### src/rtl/cse_pkg.sv
package cse_pkg;
  localparam int DATA_W    = 32;
  localparam int ADDR_W    = 8;
  localparam int EVT_INT   = 15;
  localparam int EVT_WAKE  = 4;
  localparam int EVT_BRDY  = 2;
  localparam int EVT_BWP   = 1;
  localparam int MSK_INT   = 15;
  localparam int MSK_WAKE  = 14;
  localparam int MSK_AUD_LO = 5;
  localparam int AUD_W     = 2;

  typedef struct packed {
    logic wrEvt;
    logic wrMask;
    logic rdEvt;
    logic rdMask;
  } regStrb_t;
endpackage

### src/rtl/cseCtrl.sv
module cseCtrl
  import cse_pkg::*;
#(
  parameter logic [ADDR_W-1:0] EVT_OFS  = 8'h30,
  parameter logic [ADDR_W-1:0] MASK_OFS = 8'h34
) (
  input  logic              pciMode,
  input  logic [ADDR_W-1:0] regAddr,
  input  logic              regWrEn,
  input  logic              regRdEn,
  output regStrb_t          strb
);
  logic accessOk;
  logic hitEvt;
  logic hitMask;

  always_comb begin
    accessOk    = !pciMode;
    hitEvt      = (regAddr == EVT_OFS);
    hitMask     = (regAddr == MASK_OFS);
    strb.wrEvt  = accessOk && regWrEn && hitEvt;
    strb.wrMask = accessOk && regWrEn && hitMask;
    strb.rdEvt  = accessOk && regRdEn && hitEvt;
    strb.rdMask = accessOk && regRdEn && hitMask;
  end
endmodule

### src/rtl/cseDatapath.sv
module cseDatapath
  import cse_pkg::*;
(
  input  logic              clk,
  input  logic              altRstN,
  input  regStrb_t          strb,
  input  logic [DATA_W-1:0] wrData,
  input  logic              pmeWrEn,
  input  logic              pmeWrData,
  input  logic              intSrc,
  input  logic              wakeSrc,
  input  logic              intEnable,
  input  logic              bvdReadyIn,
  input  logic              bvdProtIn,
  output logic [DATA_W-1:0] rdData,
  output logic              intOut,
  output logic              wakeOut,
  output logic              pmeStatus
);
  logic             evtInt, evtWake, bvdRdy, bvdWp;
  logic             mskInt, mskWake;
  logic [AUD_W-1:0] audEn;
  logic             intClr, wakeClr;
  logic [DATA_W-1:0] evtWord, maskWord;

  always_comb begin
    intClr  = strb.wrEvt && wrData[EVT_INT] && !intSrc;
    wakeClr = (strb.wrEvt && wrData[EVT_WAKE]) || (pmeWrEn && pmeWrData);
    evtWord = '0;
    evtWord[EVT_INT]  = evtInt;
    evtWord[EVT_WAKE] = evtWake;
    evtWord[EVT_BRDY] = bvdRdy;
    evtWord[EVT_BWP]  = bvdWp;
    maskWord = '0;
    maskWord[MSK_INT]  = mskInt;
    maskWord[MSK_WAKE] = mskWake;
    maskWord[MSK_AUD_LO +: AUD_W] = audEn;
  end

  // event storage: a set beats a clear in the same cycle
  always_ff @(posedge clk or negedge altRstN) begin
    if (!altRstN) begin
      evtInt    <= 1'b0;
      evtWake   <= 1'b0;
      pmeStatus <= 1'b0;
      bvdRdy    <= 1'b0;
      bvdWp     <= 1'b0;
    end else begin
      evtInt    <= intSrc  || (evtInt && !intClr);
      evtWake   <= wakeSrc || (evtWake && !wakeClr);
      pmeStatus <= wakeSrc || (pmeStatus && !wakeClr);
      bvdRdy    <= bvdReadyIn;
      bvdWp     <= bvdProtIn;
    end
  end

  always_ff @(posedge clk or negedge altRstN) begin
    if (!altRstN) begin
      mskInt  <= 1'b0;
      mskWake <= 1'b0;
      audEn   <= '0;
    end else if (strb.wrMask) begin
      mskInt  <= wrData[MSK_INT];
      mskWake <= wrData[MSK_WAKE];
      audEn   <= wrData[MSK_AUD_LO +: AUD_W];
    end
  end

  always_ff @(posedge clk or negedge altRstN) begin
    if (!altRstN)         rdData <= '0;
    else if (strb.rdEvt)  rdData <= evtWord;
    else if (strb.rdMask) rdData <= maskWord;
    else                  rdData <= '0;
  end

  assign intOut  = evtInt && mskInt && intEnable;
  assign wakeOut = evtWake && mskWake;


  int_set_chk: assert property (@(posedge clk) disable iff (!altRstN)
    intSrc |=> evtInt);

  int_clear_chk: assert property (@(posedge clk) disable iff (!altRstN)
    (strb.wrEvt && wrData[EVT_INT] && !intSrc) |=> !evtInt);

  wake_pme_set_chk: assert property (@(posedge clk) disable iff (!altRstN)
    wakeSrc |=> (evtWake && pmeStatus));

  pme_clear_chk: assert property (@(posedge clk) disable iff (!altRstN)
    (pmeWrEn && pmeWrData && !wakeSrc) |=> (!evtWake && !pmeStatus));

  mask_no_evt_chk: assert property (@(posedge clk) disable iff (!altRstN)
    (strb.wrMask && !intSrc && !strb.wrEvt) |=> $stable(evtInt));

  rd_idle_chk: assert property (@(posedge clk) disable iff (!altRstN)
    !(strb.rdEvt || strb.rdMask) |=> (rdData == '0));
endmodule

### src/rtl/cseRegTop.sv
module cseRegTop
  import cse_pkg::*;
(
  input  logic              clk,
  input  logic              altRstN,
  input  logic              pciMode,
  input  logic [ADDR_W-1:0] regAddr,
  input  logic              regWrEn,
  input  logic              regRdEn,
  input  logic [DATA_W-1:0] regWrData,
  output logic [DATA_W-1:0] regRdData,
  input  logic              pmeWrEn,
  input  logic              pmeWrData,
  input  logic              intSrc,
  input  logic              wakeSrc,
  input  logic              intEnable,
  input  logic              bvdReadyIn,
  input  logic              bvdProtIn,
  output logic              intOut,
  output logic              wakeOut,
  output logic              pmeStatus
);
  regStrb_t strb;

  cseCtrl u_ctrl (
    .pciMode (pciMode),
    .regAddr (regAddr),
    .regWrEn (regWrEn),
    .regRdEn (regRdEn),
    .strb    (strb)
  );

  cseDatapath u_dp (
    .clk        (clk),
    .altRstN    (altRstN),
    .strb       (strb),
    .wrData     (regWrData),
    .pmeWrEn    (pmeWrEn),
    .pmeWrData  (pmeWrData),
    .intSrc     (intSrc),
    .wakeSrc    (wakeSrc),
    .intEnable  (intEnable),
    .bvdReadyIn (bvdReadyIn),
    .bvdProtIn  (bvdProtIn),
    .rdData     (regRdData),
    .intOut     (intOut),
    .wakeOut    (wakeOut),
    .pmeStatus  (pmeStatus)
  );


  pci_rd_zero_chk: assert property (@(posedge clk) disable iff (!altRstN)
    pciMode |=> (regRdData == '0));

  pci_wr_block_chk: assert property (@(posedge clk) disable iff (!altRstN)
    (pciMode && !intSrc && !wakeSrc && !pmeWrEn) |=> ($stable(intOut) && $stable(pmeStatus)));
endmodule

### config.mk
export PLATFORM = sky130hd
export DESIGN_NAME = cseRegTop
export DESIGN_NICKNAME = d
export VERILOG_FILES = /design/src/rtl/cse_pkg.sv /design/src/rtl/cseCtrl.sv /design/src/rtl/cseDatapath.sv /design/src/rtl/cseRegTop.sv
export SDC_FILE = /design/constraint.sdc
export NUM_CORES = 1
export LEC_CHECK = 0
export CAP_MARGIN = 40
export CORE_ASPECT_RATIO = 0.5
export CORE_UTILIZATION = 25
export DETAILED_ROUTE_END_ITERATION = 8
export GPL_TIMING_DRIVEN = 0
export MAX_ROUTING_LAYER = met4
export PLACE_DENSITY = 0.78
export SLEW_MARGIN = 20
export SYNTH_ARGS = -nofsm -noshare
export SYNTH_HDL_FRONTEND = slang
export SYNTH_HIERARCHICAL = 1
export SYNTH_SLANG_ARGS = --single-unit
### constraint.sdc
create_clock -name clk -period 0.8 [get_ports clk]
set_input_delay 0.08 -clock clk [delete_from_list [all_inputs] [get_ports clk]]
set_output_delay 0.08 -clock clk [all_outputs]
set_load 0.1 [all_outputs]
==> metrics.md, run 1 <==
| Metric | Value |
|---|---|
| Post-Syn Instances | `70` |
| Main combinational cell family by area after synthesis | `buffers and inverters` |
| Reg2reg start | `u_dp/pmeStatus` |
| Min-Delay Path Class | `in2async` |
| Adder-cell area share of the yosys netlist | `0` |
| Seq/Total Area, Yosys | `0.490` |
| Longest Clk Path Bufs | `2` |
| Vias in the first global route | `632` |
| Share of layout cells above drive strength 1 | `0.545` |
| Slowest-stage cell, CP | `clkdlybuf4s50_1` |
| Distinct cells, synth | `17` |
| Total number of vias | `656` |
| Die ar. | `0.00351 mm^2` |
| CTS root buf | `clkbuf_8` |
| Worst skew pair latency | `0.25 ns` |
| Grt ovf | `0` |
| Critical Path Source Type | `primary input` |
| Multiplexer share of the synthesized area | `0.0551` |
| Routability congestion estimate | `0.684` |
| Clock Skew | `0.00403 ns` |
| CP max FO | `4` |
| Antenna viol nets, final | `0` |
| Tcrit/Tclk final | `1.57` |
| Synthesized flop and latch total | `16` |
| Final setup violation count | `24` |
| Critical Path RT | `0.93 ns` |
| Hold Buf Count CTS | `0` |
| Core Region | `0.00305 mm^2` |
| Residual DRC count | `0` |
| Pin count of the biggest net entering global routing | `17` |
| Top delay family on crit path | `simple AND/OR/NAND/NOR gates` |
| Xor/xnor share of the synthesized area | `0` |
| DRT Wirelength | `1.85 mm` |
| Design Power | `2.35 mW` |
| Most common cell after layout, fill and taps aside | `buf_4` |
| Most frequent cells in the layout | `buf_4, conb_1, clkdlybuf4s50_1, buf_12` |
| Worst-path cell chain | `clkdlybuf4s50_1, nand2b_1, nor3_4, mux2_4` |
| WHS | `-0.144 ns` |
| H-tree depth | `1` |
| CP bufs+invs | `1` |
| Via density | `3.58` |
| Nets@finish | `196` |
| Area growth from synthesis to layout | `98.8%` |
| Cell leakage power | `0.825 nW` |
| Die W | `82.8 um` |
| TritonCTS clock tree | `built` |
| Io pins | `87` |
| YS warnings | `6` |
| Final Hold Fails | `16` |
| Peak VDD IR | `0.668 mV` |
| Pwr per Cell Area | `1450 mW/mm^2` |
| Rows | `14` |
| Max cap viols | `0` |
| CTS sink cnt | `16` |
| CTS Buf Count | `3` |
| CP Launch Point | `pciMode` |
| Compound-gate portion of the synthesized area | `0.0475` |
| Min cycle time layout | `1.25 ns` |
| Critical path capture point type | `flop` |
| Diode count | `0` |
| Worst slew margin | `0.546` |
| Run status | `complete, but fails checks` |
| Total track usage | `0.106` |
| Drt first pass iters | `4` |
| Unrepaired setup endpoints after global routing | `yes` |
| Fill count | `266` |
| Setup CP Type | `in2reg` |
| Worst EP arrival | `1.38 ns` |
| Post-DP HPWL | `1.34 mm` |
| Antenna violations before repair | `0` |
| Max-slew violation count | `0` |
| Mapped Area | `817 um^2` |
| Clock transition at path regs | `0.06 ns` |
| Max Clk Rate | `798 MHz` |
| Tightest Pin Transition | `0.681 ns` |
| # port buffers | `34` |
| Drt wl/cell | `10.1 um` |
| Initial Utilization | `0.268` |
| Synth Area per Inst | `11.7 um^2` |
| Violated checks | `hold timing, setup timing` |
| Chip Height | `42.4 um` |
| Post-place setup slack | `-0.992 ns` |
| Simple-Gate Fraction of Synth Area | `0.173` |
| DRT iter0 DRCs | `33` |
| Max incr delay on CP | `0.43 ns` |
| Setup ws final | `-0.453 ns` |
| First-pass GRT wire length | `2.77 mm` |
[synth_stat cells]
master	count	area, um^2
and3_1	1	6.26
conb_1	1	3.75
or4_4	1	11.3
dfrtp_1	16	400
mux2_1	4	45.0
a22oi_1	1	7.51
or4b_4	1	13.8
nand2_1	1	3.75
nor3_1	2	10.0
a21o_1	3	22.5
nand2b_1	2	12.5
buf_4	25	188
nor3_2	2	20.0
a22o_1	1	8.76
nor2b_2	1	8.76
nand4bb_1	1	11.3
and2_1	7	43.8
[sequential cells by signal, indices dropped and copies added, names as in the netlist]
name and cells:
u_dp/pmeStatus 1, u_dp/mskInt 1, u_dp/evtWake 1, u_dp/bvdWp 1, u_dp/audEn 2, u_dp/rdData 7
u_dp/mskWake 1, u_dp/evtInt 1, u_dp/bvdRdy 1
[power by group]
part           switching (mW)  total, mW  internal [mW]  leakage, nW
clock network           0.263      0.616          0.353       0.0228
registers             0.00964      0.837          0.827        0.193
logic                   0.644      0.899          0.255        0.609
total                   0.917       2.35           1.43        0.825
[what timing repair did]
action                                  CTS  global route
endpoints found under the hold margin     0            16
pin swaps                                 6             4
gates resized for setup                  46             7
endpoints found under the setup margin   24            40
buffers inserted                          6             4
[kinds of logic (layout without fill, tap and decap cells)]
| logic type | Yosys count | count (layout) |
|---|---|---|
| multiplexers | 4 | 4 |
| flip-flops | 16 | 16 |
| AO/OA/AOI/OAI | 5 | 5 |
| other | 1 | 25 |
| AND/OR/NAND/NOR | 19 | 19 |
| buffers and inverters | 25 | 74 |
[through the flow]
step / utilization / instance area [um^2] / cells / TNS [ns]
6_report: 0.533 / 1620 / 183 / -6.32
4_1_cts: 0.514 / 1570 / 179 / -6.22
5_1_grt: 0.533 / 1620 / 183 / -6.95
2_1_floorplan: - / 936 / 94 / -5.21
3_3_place_gp: 0.435 / 1330 / 168 / -23.59
3_5_place_dp: 0.484 / 1480 / 178 / -20.28
[layout make-up]
type	instances	area, um^2	share of cell area
timing repair buffer	45	520	0.320
sequential	16	410	0.253
multi-input combinational	53	410	0.253
clock buffer	4	45.0	0.0277
buffer	25	188	0.116
tap	40	50.0	0.0308
[layer usage]
layer / vias to the layer above / GRT usage / wire, um
li1: 328 / - / -
met1: 296 / 0.0919 / 604
met2: 30 / 0.223 / 1120
met3: 2 / 0.0118 / 100
met4: 0 / 0.0621 / 21
met5: - / - / 0
[path summary, 6_finish.rpt]
path / endpoint / slack, ns / cells after the start
max in group asynchronous: u_dp/pmeStatus / 0.47 / 1
min in group clk: u_dp/evtInt / 0.26 / 5
worst min register to register: u_dp/rdData[2] / 0.46 / 1
worst max-delay path: u_dp/mskWake / -0.45 / 4
worst min-delay path: u_dp/audEn[0] / -0.14 / 1
worst max register to register: u_dp/pmeStatus / -0.14 / 3
No activity file was read; power rests on OpenSTA's default activity.
==> inputs of run 2 (changes only) <==
--- a/config.mk
+++ b/config.mk
@@ -8,6 +8,7 @@
 export CAP_MARGIN = 40
 export CORE_ASPECT_RATIO = 0.5
 export CORE_UTILIZATION = 25
+export CTS_CLUSTER_DIAMETER = 200
 export DETAILED_ROUTE_END_ITERATION = 8
 export GPL_TIMING_DRIVEN = 0
 export MAX_ROUTING_LAYER = met4
==> results of run 2 <==
No change in the layout: final DEF, timing and power equal those of run 1.
